--- src/rtl/scan_pkg.sv ---
package scan_pkg;

    localparam int CNT_W        = 10;
    localparam int PIX_PER_BYTE = 8;
    localparam int PIX_SEL_W    = $clog2(PIX_PER_BYTE);

    typedef logic [CNT_W-1:0] cnt_t;
    typedef logic [7:0]       pix_byte_t;

    typedef struct packed {
        logic hblank;
        logic vblank;
        logic men;
        logic hsync;
        logic vsync;
    } scan_flags_t;

    localparam scan_flags_t FLAGS_RST = '{hblank: 1'b1, vblank: 1'b1,
                                          men: 1'b0, hsync: 1'b0, vsync: 1'b0};

    function automatic logic flag_next(logic cur, logic set_hit, logic clr_hit);
        if (set_hit)      return 1'b1;
        else if (clr_hit) return 1'b0;
        else              return cur;
    endfunction

endpackage

--- src/rtl/scan_timing.sv ---
module scan_timing
    import scan_pkg::*;
#(
    parameter int H_VIS  = 640,
    parameter int H_FP   = 16,
    parameter int H_SYNC = 96,
    parameter int H_BP   = 48,
    parameter int V_VIS  = 400,
    parameter int V_FP   = 12,
    parameter int V_SYNC = 2,
    parameter int V_BP   = 35
) (
    input  logic clk_i,
    input  logic rst_i,
    output logic grp0_o,
    output logic men_n_o,
    output logic hblank_n_o,
    output logic vblank_n_o,
    output logic hblank_q_o,
    output logic vblank_q_o,
    output logic hsync_o,
    output logic vsync_o
);

    localparam int HT       = H_VIS + H_FP + H_SYNC + H_BP;
    localparam int VT       = V_VIS + V_FP + V_SYNC + V_BP;
    localparam int DISP_BEG = PIX_PER_BYTE;
    localparam int DISP_END = H_VIS + PIX_PER_BYTE;
    localparam int HS_BEG   = DISP_END + H_FP;
    localparam int HS_END   = HS_BEG + H_SYNC;
    localparam int VS_BEG   = V_VIS + V_FP;
    localparam int VS_END   = VS_BEG + V_SYNC;

    localparam cnt_t HT_LAST   = cnt_t'(HT - 1);
    localparam cnt_t VT_LAST   = cnt_t'(VT - 1);
    localparam cnt_t C_DBEG    = cnt_t'(DISP_BEG);
    localparam cnt_t C_DEND    = cnt_t'(DISP_END);
    localparam cnt_t C_HVIS    = cnt_t'(H_VIS);
    localparam cnt_t C_HSBEG   = cnt_t'(HS_BEG);
    localparam cnt_t C_HSEND   = cnt_t'(HS_END);
    localparam cnt_t C_VVIS    = cnt_t'(V_VIS);
    localparam cnt_t C_VSBEG   = cnt_t'(VS_BEG);
    localparam cnt_t C_VSEND   = cnt_t'(VS_END);

    cnt_t        hcnt_q, vcnt_q;
    scan_flags_t flg_q, flg_n;
    logic        line_top;

    always_ff @(posedge clk_i) begin
        if (rst_i) begin
            hcnt_q <= '0;
            vcnt_q <= '0;
        end else if (hcnt_q == HT_LAST) begin
            hcnt_q <= '0;
            vcnt_q <= (vcnt_q == VT_LAST) ? '0 : vcnt_q + 1'b1;
        end else begin
            hcnt_q <= hcnt_q + 1'b1;
        end
    end

    always_comb begin
        line_top     = (hcnt_q == '0);
        flg_n.hblank = flag_next(flg_q.hblank, hcnt_q == C_DEND, hcnt_q == C_DBEG);
        flg_n.men    = flag_next(flg_q.men, line_top, hcnt_q == C_HVIS);
        flg_n.hsync  = flag_next(flg_q.hsync, hcnt_q == C_HSBEG, hcnt_q == C_HSEND);
        flg_n.vblank = flag_next(flg_q.vblank, line_top && (vcnt_q == C_VVIS),
                                 line_top && (vcnt_q == '0));
        flg_n.vsync  = flag_next(flg_q.vsync, line_top && (vcnt_q == C_VSBEG),
                                 line_top && (vcnt_q == C_VSEND));
    end

    always_ff @(posedge clk_i) begin
        if (rst_i) flg_q <= FLAGS_RST;
        else       flg_q <= flg_n;
    end

    assign grp0_o     = (hcnt_q[PIX_SEL_W-1:0] == '0);
    assign men_n_o    = flg_n.men;
    assign hblank_n_o = flg_n.hblank;
    assign vblank_n_o = flg_n.vblank;
    assign hblank_q_o = flg_q.hblank;
    assign vblank_q_o = flg_q.vblank;
    assign hsync_o    = ~flg_q.hsync;
    assign vsync_o    = flg_q.vsync;

    AST_HSYNC_IN_HBLANK: assert property (@(posedge clk_i) disable iff (rst_i)
        flg_q.hsync |-> flg_q.hblank);
    AST_VSYNC_IN_VBLANK: assert property (@(posedge clk_i) disable iff (rst_i)
        flg_q.vsync |-> flg_q.vblank);
    AST_LINE_WRAP: assert property (@(posedge clk_i) disable iff (rst_i)
        (hcnt_q == HT_LAST) |=> (hcnt_q == '0));

endmodule

--- src/rtl/scan_fetch.sv ---
module scan_fetch
    import scan_pkg::*;
#(
    parameter int ADDR_W      = 16,
    parameter int FB_BASE     = 'h8000,
    parameter int FRAME_BYTES = 32000
) (
    input  logic              clk_i,
    input  logic              rst_i,
    input  logic              grp0_i,
    input  logic              men_n_i,
    input  logic              vblank_n_i,
    output logic              fetch_o,
    output logic [ADDR_W-1:0] addr_o
);

    localparam logic [ADDR_W-1:0] BASE_A = FB_BASE[ADDR_W-1:0];

    logic              fetch_now;
    logic              fetch_q;
    logic [ADDR_W-1:0] lin_q;
    logic [ADDR_W-1:0] addr_q;

    assign fetch_now = men_n_i & ~vblank_n_i & grp0_i;

    always_ff @(posedge clk_i) begin
        if (rst_i) begin
            fetch_q <= 1'b0;
            lin_q   <= '0;
            addr_q  <= BASE_A;
        end else begin
            fetch_q <= fetch_now;
            if (vblank_n_i) begin
                lin_q <= '0;
            end else if (fetch_now) begin
                lin_q  <= lin_q + 1'b1;
                addr_q <= BASE_A + lin_q;
            end
        end
    end

    assign fetch_o = fetch_q;
    assign addr_o  = addr_q;

    AST_FETCH_SINGLE: assert property (@(posedge clk_i) disable iff (rst_i)
        fetch_q |=> !fetch_q);
    AST_ADDR_HOLD: assert property (@(posedge clk_i) disable iff (rst_i)
        !fetch_q |-> $stable(addr_q));
    AST_ADDR_WINDOW: assert property (@(posedge clk_i) disable iff (rst_i)
        fetch_q |-> ((32'(addr_q) >= FB_BASE) &&
                     (32'(addr_q) < FB_BASE + FRAME_BYTES)));

endmodule

--- src/rtl/scan_shifter.sv ---
module scan_shifter
    import scan_pkg::*;
(
    input  logic      clk_i,
    input  logic      rst_i,
    input  logic      fetch_i,
    input  pix_byte_t rdata_i,
    input  logic      grp0_i,
    input  logic      hblank_n_i,
    input  logic      vblank_n_i,
    output logic      video_o
);

    pix_byte_t hold_q;
    pix_byte_t shreg_q;
    logic      video_q;
    logic      disp;

    assign disp = ~hblank_n_i & ~vblank_n_i;

    always_ff @(posedge clk_i) begin
        if (rst_i) begin
            hold_q  <= '0;
            shreg_q <= '0;
            video_q <= 1'b0;
        end else begin
            if (fetch_i) hold_q <= rdata_i;
            if (!disp) begin
                video_q <= 1'b0;
                shreg_q <= '0;
            end else if (grp0_i) begin
                video_q <= hold_q[7];
                shreg_q <= {hold_q[6:0], 1'b0};
            end else begin
                video_q <= shreg_q[7];
                shreg_q <= {shreg_q[6:0], 1'b0};
            end
        end
    end

    assign video_o = video_q;

    AST_LOAD_ON_GROUP: assert property (@(posedge clk_i) disable iff (rst_i)
        (disp && !grp0_i) |=> (video_q == $past(shreg_q[7])));

endmodule

--- src/rtl/mono_vga_scanout.sv ---
module mono_vga_scanout
    import scan_pkg::*;
#(
    parameter int H_VIS   = 640,
    parameter int H_FP    = 16,
    parameter int H_SYNC  = 96,
    parameter int H_BP    = 48,
    parameter int V_VIS   = 400,
    parameter int V_FP    = 12,
    parameter int V_SYNC  = 2,
    parameter int V_BP    = 35,
    parameter int ADDR_W  = 16,
    parameter int FB_BASE = 'h8000
) (
    input  logic              clk_i,
    input  logic              rst_i,
    output logic [ADDR_W-1:0] mem_addr_o,
    input  logic [7:0]        mem_rdata_i,
    output logic              cpu_rdy_o,
    output logic              cpu_be_o,
    output logic              hsync_o,
    output logic              vsync_o,
    output logic              video_o
);

    localparam int BYTES_PER_ROW = H_VIS / PIX_PER_BYTE;
    localparam int FRAME_BYTES   = BYTES_PER_ROW * V_VIS;

    logic grp0, men_n, hblank_n, vblank_n, hblank_q, vblank_q;
    logic fetch;

    scan_timing #(
        .H_VIS(H_VIS), .H_FP(H_FP), .H_SYNC(H_SYNC), .H_BP(H_BP),
        .V_VIS(V_VIS), .V_FP(V_FP), .V_SYNC(V_SYNC), .V_BP(V_BP)
    ) u_tim (
        .clk_i      (clk_i),
        .rst_i      (rst_i),
        .grp0_o     (grp0),
        .men_n_o    (men_n),
        .hblank_n_o (hblank_n),
        .vblank_n_o (vblank_n),
        .hblank_q_o (hblank_q),
        .vblank_q_o (vblank_q),
        .hsync_o    (hsync_o),
        .vsync_o    (vsync_o)
    );

    scan_fetch #(
        .ADDR_W(ADDR_W), .FB_BASE(FB_BASE), .FRAME_BYTES(FRAME_BYTES)
    ) u_fetch (
        .clk_i      (clk_i),
        .rst_i      (rst_i),
        .grp0_i     (grp0),
        .men_n_i    (men_n),
        .vblank_n_i (vblank_n),
        .fetch_o    (fetch),
        .addr_o     (mem_addr_o)
    );

    scan_shifter u_shift (
        .clk_i      (clk_i),
        .rst_i      (rst_i),
        .fetch_i    (fetch),
        .rdata_i    (mem_rdata_i),
        .grp0_i     (grp0),
        .hblank_n_i (hblank_n),
        .vblank_n_i (vblank_n),
        .video_o    (video_o)
    );

    assign cpu_rdy_o = ~fetch;
    assign cpu_be_o  = ~fetch;

    AST_DARK_IN_BLANK: assert property (@(posedge clk_i) disable iff (rst_i)
        (hblank_q || vblank_q) |-> !video_o);
    AST_NO_FETCH_VBLANK: assert property (@(posedge clk_i) disable iff (rst_i)
        fetch |-> !vblank_q);
    AST_NO_FETCH_IN_SYNC: assert property (@(posedge clk_i) disable iff (rst_i)
        !hsync_o |-> (cpu_rdy_o && cpu_be_o));

endmodule

--- config.mk ---
export PLATFORM = sky130hd
export DESIGN_NAME = mono_vga_scanout
export DESIGN_NICKNAME = d
export VERILOG_FILES = /design/src/rtl/scan_pkg.sv /design/src/rtl/scan_timing.sv /design/src/rtl/scan_fetch.sv /design/src/rtl/scan_shifter.sv /design/src/rtl/mono_vga_scanout.sv
export SDC_FILE = /design/constraint.sdc
export NUM_CORES = 1
export LEC_CHECK = 0
export ABC_CLOCK_PERIOD_IN_PS = 2110
export BUFFER_PORTS_ARGS = -buffer_cell sky130_fd_sc_hd__buf_2
export CAP_MARGIN = 20
export CORE_ASPECT_RATIO = 0.8
export CORE_MARGIN = 8
export CORE_UTILIZATION = 47
export DETAILED_ROUTE_END_ITERATION = 6
export GPL_TIMING_DRIVEN = 0
export PLACE_DENSITY = 0.65
export SYNTH_ARGS = -nofsm -noshare
export SYNTH_HDL_FRONTEND = slang
export SYNTH_SLANG_ARGS = --single-unit
--- constraint.sdc ---
create_clock -name clk_i -period 2.11 [get_ports clk_i]
set_clock_uncertainty 0.15 [all_clocks]
set_input_delay 0.3165 -clock clk_i [delete_from_list [all_inputs] [get_ports clk_i]]
set_output_delay 0.3165 -clock clk_i [all_outputs]
set_load 0.005 [all_outputs]
* Word level (Yosys, flattened, before mapping)
Index checks and enable logic that the tools add are counted.
** Storage, ports and cells
- Word-level logic and storage cells :: 61
- ROM bits :: 0
- Bits in latches :: 0
- Register bits :: 75
- Memory bits (writable) :: 0
- Memories :: 0
** Operators by class
- Shift operators :: 0
- Multiply operators :: 0
- Multiplexer cells :: 13
- Eq/ne operators :: 10
- Bitwise operators :: 8
- Reductions and logical operators :: 13
- $lt $le $gt $ge :: 0
- $add $sub $neg :: 4
- Divide/modulo/power cells :: 0
** Operators by type and width (number)
- 10-bit equality test, second input constant :: 5
- 10-bit by 9-bit equality test with 1-bit output, second input constant :: 4
- 10-bit by 1-bit adder with 10-bit output, second input constant :: 2
- 10-bit zero test :: 2
- 16-bit by 1-bit adder with 16-bit output, second input constant :: 1
- 16-bit adder, first input constant :: 1
- 1-bit 2-to-1 mux :: 11
- 10-bit by 4-bit equality test with 1-bit output, second input constant :: 1
- 10-bit 2-to-1 mux :: 1
- 8-bit 2-to-1 mux :: 1
- 2-bit OR reduction :: 3
- 1-bit NOT :: 5
- 1-bit logical AND :: 4
- 2-bit nonzero test :: 2
- 1-bit bitwise AND :: 3
- 3-bit zero test :: 1
- 2-bit AND reduction :: 1

* Depth between registers and ports, before layout
- Depth after elaboration :: 8
- Depth in mapped cells :: 9
- Gate-level depth less buffers :: 8

* By module
Synthesis repeated with hierarchy kept, for this count alone.
** Unflattened totals
- Cells, all modules :: 368
- Area total of the unflattened synthesis :: 3281.9 µm²
** By module, submodules not included
- scan_timing :: cells an instance 156, instances 1, area each 1350.0 µm², seq. area each 500.5 µm²
- scan_fetch :: cells an instance 157, instances 1, area each 1328.8 µm², seq. area each 660.6 µm²
- scan_shifter :: cells an instance 53, instances 1, area each 591.8 µm², seq. area each 320.3 µm²
- mono_vga_scanout :: cells an instance 2, instances 1, area each 11.3 µm², seq. area each 0.0 µm²

* Worst setup path before layout
OpenSTA, ideal clock, no wires.
- Path kind :: register to register
- Start :: register u_tim.vcnt_q[0]
- End :: register u_fetch.addr_q[15], in the netlist u_fetch.addr_o[15]
- Slack :: -64 ps
- Arrival time :: 1952 ps
- Path buffers :: 2
- Clock period less this slack :: 2174 ps
- Setup time :: 72 ps
- Stages on the path, launching flop included :: 10
- Path through :: dfxtp_1 > inv_1 > ha_1 > nor3b_4 > nand2_1 > o31a_1 > nor3_1 > buf_4 > buf_8 > mux2i_1
** Between the ends
- Longest elaborated chain between the ends :: 8
** RTL lines
- start: declaration :: line scan_timing.sv:45 : cnt_t hcnt_q, vcnt_q;
- start signal: assignment :: line scan_timing.sv:55 : vcnt_q <= (vcnt_q == VT_LAST) ? '0 : vcnt_q + 1'b1;
- 10-bit zero test :: line scan_timing.sv:67 : line_top && (vcnt_q == '0));
- 1-bit logical AND :: line scan_timing.sv:67
- 1-bit 2-to-1 mux :: line scan_pkg.sv:23 : else if (clr_hit) return 1'b0;
- 1-bit 2-to-1 mux (*) :: line scan_pkg.sv:22 : if (set_hit) return 1'b1;
- 1-bit NOT (no line) (*)
- 1-bit bitwise AND (2 in a row) :: line scan_fetch.sv:24 : assign fetch_now = men_n_i & ~vblank_n_i & grp0_i;
- 2-bit AND reduction (no line) (*)
- end signal: assignment :: line scan_fetch.sv:37 : addr_q <= BASE_A + lin_q;
- end: declaration :: line scan_fetch.sv:22 : logic [ADDR_W-1:0] addr_q;
Mark *: on every way between the ends. The rest lies on a longest branch, timed or not.
A chain may end at the register's enable or synchronous reset.

* Worst setup path after layout
- Start :: register u_tim.hcnt_q[1]
- End :: register u_fetch.addr_q[1], in the netlist u_fetch.addr_o[1]
** Between the ends
- Longest elaborated chain between the ends :: 8
** RTL lines
- start: declaration :: line scan_timing.sv:45
- start signal: assignment :: line scan_timing.sv:57 : hcnt_q <= hcnt_q + 1'b1;
- 10-bit zero test :: line scan_timing.sv:62 : line_top = (hcnt_q == '0);
- 1-bit logical AND :: line scan_timing.sv:67
- 1-bit 2-to-1 mux :: line scan_pkg.sv:23
- 1-bit 2-to-1 mux :: line scan_pkg.sv:22
- 1-bit NOT (no line)
- 1-bit bitwise AND (2 in a row) :: line scan_fetch.sv:24
- 2-bit AND reduction (no line) (*)
Marks and branches as above.

==> metrics.cfg <==
[worst_setup_path]
crit_fanout=4
cp.required_ns=2.25
cp_top_family=simple AND/OR/NAND/NOR gates
cp-start-kind=flop
cp-end-kind=flop
slowest_stage=o31a_1
arrival_ns=2.25
crit_buf_inv=3
rr_startpoint=u_tim.hcnt_q[1]$_SDFF_PP0_
cp_cell_sequence=inv_2, ha_4, and2b_2, nand3_4, o31a_1, nor3_2, buf_6, buf_4, mux2i_1
cpPeakStageDelay_ns=0.37
critPathKind=flop to flop
setup.worst_path.start=u_tim.hcnt_q[1]$_SDFF_PP0_

[sta]
worstMarginPinSlew_ns=0.7640
fin_crit_sh_pct=100.0
timing.fmax_ghz=0.4738
hold_viol_final=0
drv_slew=0
rsz0062_at_grt=yes
setup_violations=1
whs_ns=0.04223
min_period_ns=2.110
tns_ns=-0.0004079
max_slew_margin_pct=49.07
setup_ws_ns=-0.0004079

[pwr]
clkPwrFrac_pct=34.9
power.density_nw_per_um2=664.3
swShare_pct=28.78
leakage_nw=1.656
pwr-share-seq_pct=49.1
combPwrFrac_pct=16.0
power.switching_mw=0.8506
intPower_mw=2.105
max-vdd-ir-drop_mv=0.4472

[yosys]
syn_inst=394
synth_fp_nets=410
yosys_warnings=0
avgSynthCellArea_um2=8.914
yosys.area_share.simple_pct=30.74
synth-seq-cells=74
synth_enable_flop_cells=0
synth-main-ff-cell=dfxtp_1
synthAdderAreaFrac_pct=2.138
synth_top_family_by_area=simple AND/OR/NAND/NOR gates
synthesis.area_um2=3512
synthXorXnorAreaFrac_pct=4.738
muxShareOfSynthArea_pct=9.405
ys_seq_area_share_pct=42.18
yosysUniqueCellTypes=53
synthArstFlopShare_pct=0
synth_compound_area_share_pct=5.843

[layout]
final-instance-count-excl-fill=552
finalNetCount=473
n_antenna_cell=0
area_growth_pct=26.68
drive_above_1_share_pct=29.22

[grt]
grt_max_degree=14
grt_pass1_wl_um=13800
antenna_found_initial=0
track_usage_pct=16.11
grt_overflow=0
grt_pass1_vias=2835

[cts]
cts_sinks=74
clockBufferDepth=2
clkTransAtPathRegs_ns=0.08
cts_buffers=9
clkLatencyLatePin_ns=0.35
hold_buffers=0
tritoncts=yes
clockRootBuffer=clkbuf_8
htree_levels=3

[die]
rows=28
dieArea_um2=10510
start_util_pct=47.97
core_um2=7322
pin_count=31
die_height_um=93.32
die_w_um=112.6

[drt]
vias=3006
via_per_inst=5.446
drt_iter0_drc=108
post-route-drc-count=0
wl_per_cell_um=15.85
drt-total-wl_um=8748
antenna_left=0
dr.pass1.iters=4

[outcome]
failed_checks=negative setup slack
outcome=finished, violations left

[place]
port_buffers=30
place_congestion=0.8038
dp_cells=514
dpl.hpwl_um=5473

[run]
maxCapViolations=0

[worst_hold_path]
min-delay-start=mem_rdata_i[1]
worstHoldPathType=input pin to flop

repair_timing:
item | CTS | global route
cloned | 0 | 1
setup buffers | 11 | 15
gates resized for setup | 37 | 35
pin swaps | 14 | 13
endpoints found under the setup margin | 50 | 51
cell usage in the layout (no fill, tap or decap), drive strengths merged, types with 2 or more instances in the layout:
cell type and count:
o31ai 3, xor2 8, nor3 9, nor4 10, dfxtp 74, clkinv 4, xnor2 11, nor2 36
nand3 21, ha 6, clkbuf 20, nor4b 3, nand3b 9, and2 5, mux2i 33, o21ai 3
nand4 13, and3 9, and4 7, or3 2, inv 13, a21oi 14, o22ai 2, buf 66
nand2 64, nor2b 2
stage by stage:
step	total power [mW]	worst slack [ns]	cell area [µm²]	util, %
after floorplan	1.730	0.001210	3515	-
after global placement	1.813	-0.2913	3777	51.59
after detailed placement	1.818	-0.2980	3777	51.59
after CTS	2.909	-0.02507	4215	57.57
after global routing	3.072	-0.1068	4449	60.77
final	2.955	-0.0004079	4449	60.77
worst min-delay path, delay by kind of cell:
| family | cells | cell delay (ns) |
|---|---|---|
| mux | 1 | 0.05 |
| buf+inv | 1 | 0.07 |
| simple gates | 1 | 0.07 |
registers in the layout, summed over array words and instances, names as in the netlist, 2 cells and up:
name	cells
u_fetch.addr_o	16
u_fetch.lin_q	16
u_tim.hcnt_q	10
u_tim.vcnt_q	10
u_shift.hold_q	8
u_shift.shreg_q	7
u_tim.flg_q	2
synthesized netlist by cell type, types with 8 or more instances:
cell	number	share of area [%]
inv_1	11	1.2
nor2_1	36	3.8
nand3b_1	9	1.9
dfxtp_1	74	42
and3_1	9	1.6
clkbuf_1	10	1.1
xor2_1	8	2.0
mux2i_1	33	9.4
nand2_1	64	6.8
xnor2_1	11	2.7
nand3_1	20	2.9
nand4_1	13	2.3
a21oi_1	13	1.9
logic make-up (layout without fill, tap and decap cells):
group / count (synthesis) / count (layout)
XOR/XNOR: 19 / 19
buffers and inverters: 36 / 104
flip-flops: 74 / 74
AND/OR/NAND/NOR: 197 / 197
adder cells (fa/ha/maj): 6 / 6
AO/OA/AOI/OAI: 29 / 29
multiplexers: 33 / 33
worst paths after layout:
kind	end	slack, ns	cells past startpoint
worst max-delay path	u_fetch.addr_o[1]$_SDFFE_PP0P_	-0.0004	9
worst min-delay path	u_shift.hold_q[1]$_SDFFE_PP0P_	0.04	3
worst max register to register	u_fetch.addr_o[1]$_SDFFE_PP0P_	-0.0004	9
worst min register to register	u_shift.shreg_q[1]$_SDFF_PP0_	0.29	2
layer usage:
metal / track usage (%) / wire (µm) / part of all wire, % / up-vias
met5: 0 / 0 / 0 / -
met4: 4.815 / 88 / 1.0 / 0
met3: 5.216 / 485 / 5.5 / 8
met2: 24.76 / 3912 / 45 / 65
met1: 21.12 / 4262 / 49 / 1431
li1: - / - / - / 1502
power by group through the flow:
stage               sequential [mW]  combinational, mW  clock [mW]
floorplan                      1.48              0.251           0
global placement               1.48              0.331           0
detailed placement             1.48              0.333           0
CTS                            1.45              0.412        1.05
global route                   1.46              0.512        1.10
finish                         1.45              0.473        1.03
area by class of cell:
type / instances / area, µm²
fillers: 642 / 2873
inverters: 13 / 56.30
plain buffers: 18 / 136.4
clock buffers: 11 / 141.4
flip-flops and latches: 74 / 1505
multi-input cells: 284 / 2081
clock inverters: 5 / 38.79
repair buffers: 57 / 377.9
well taps: 90 / 112.6
No activity file was read; power rests on OpenSTA's default activity.
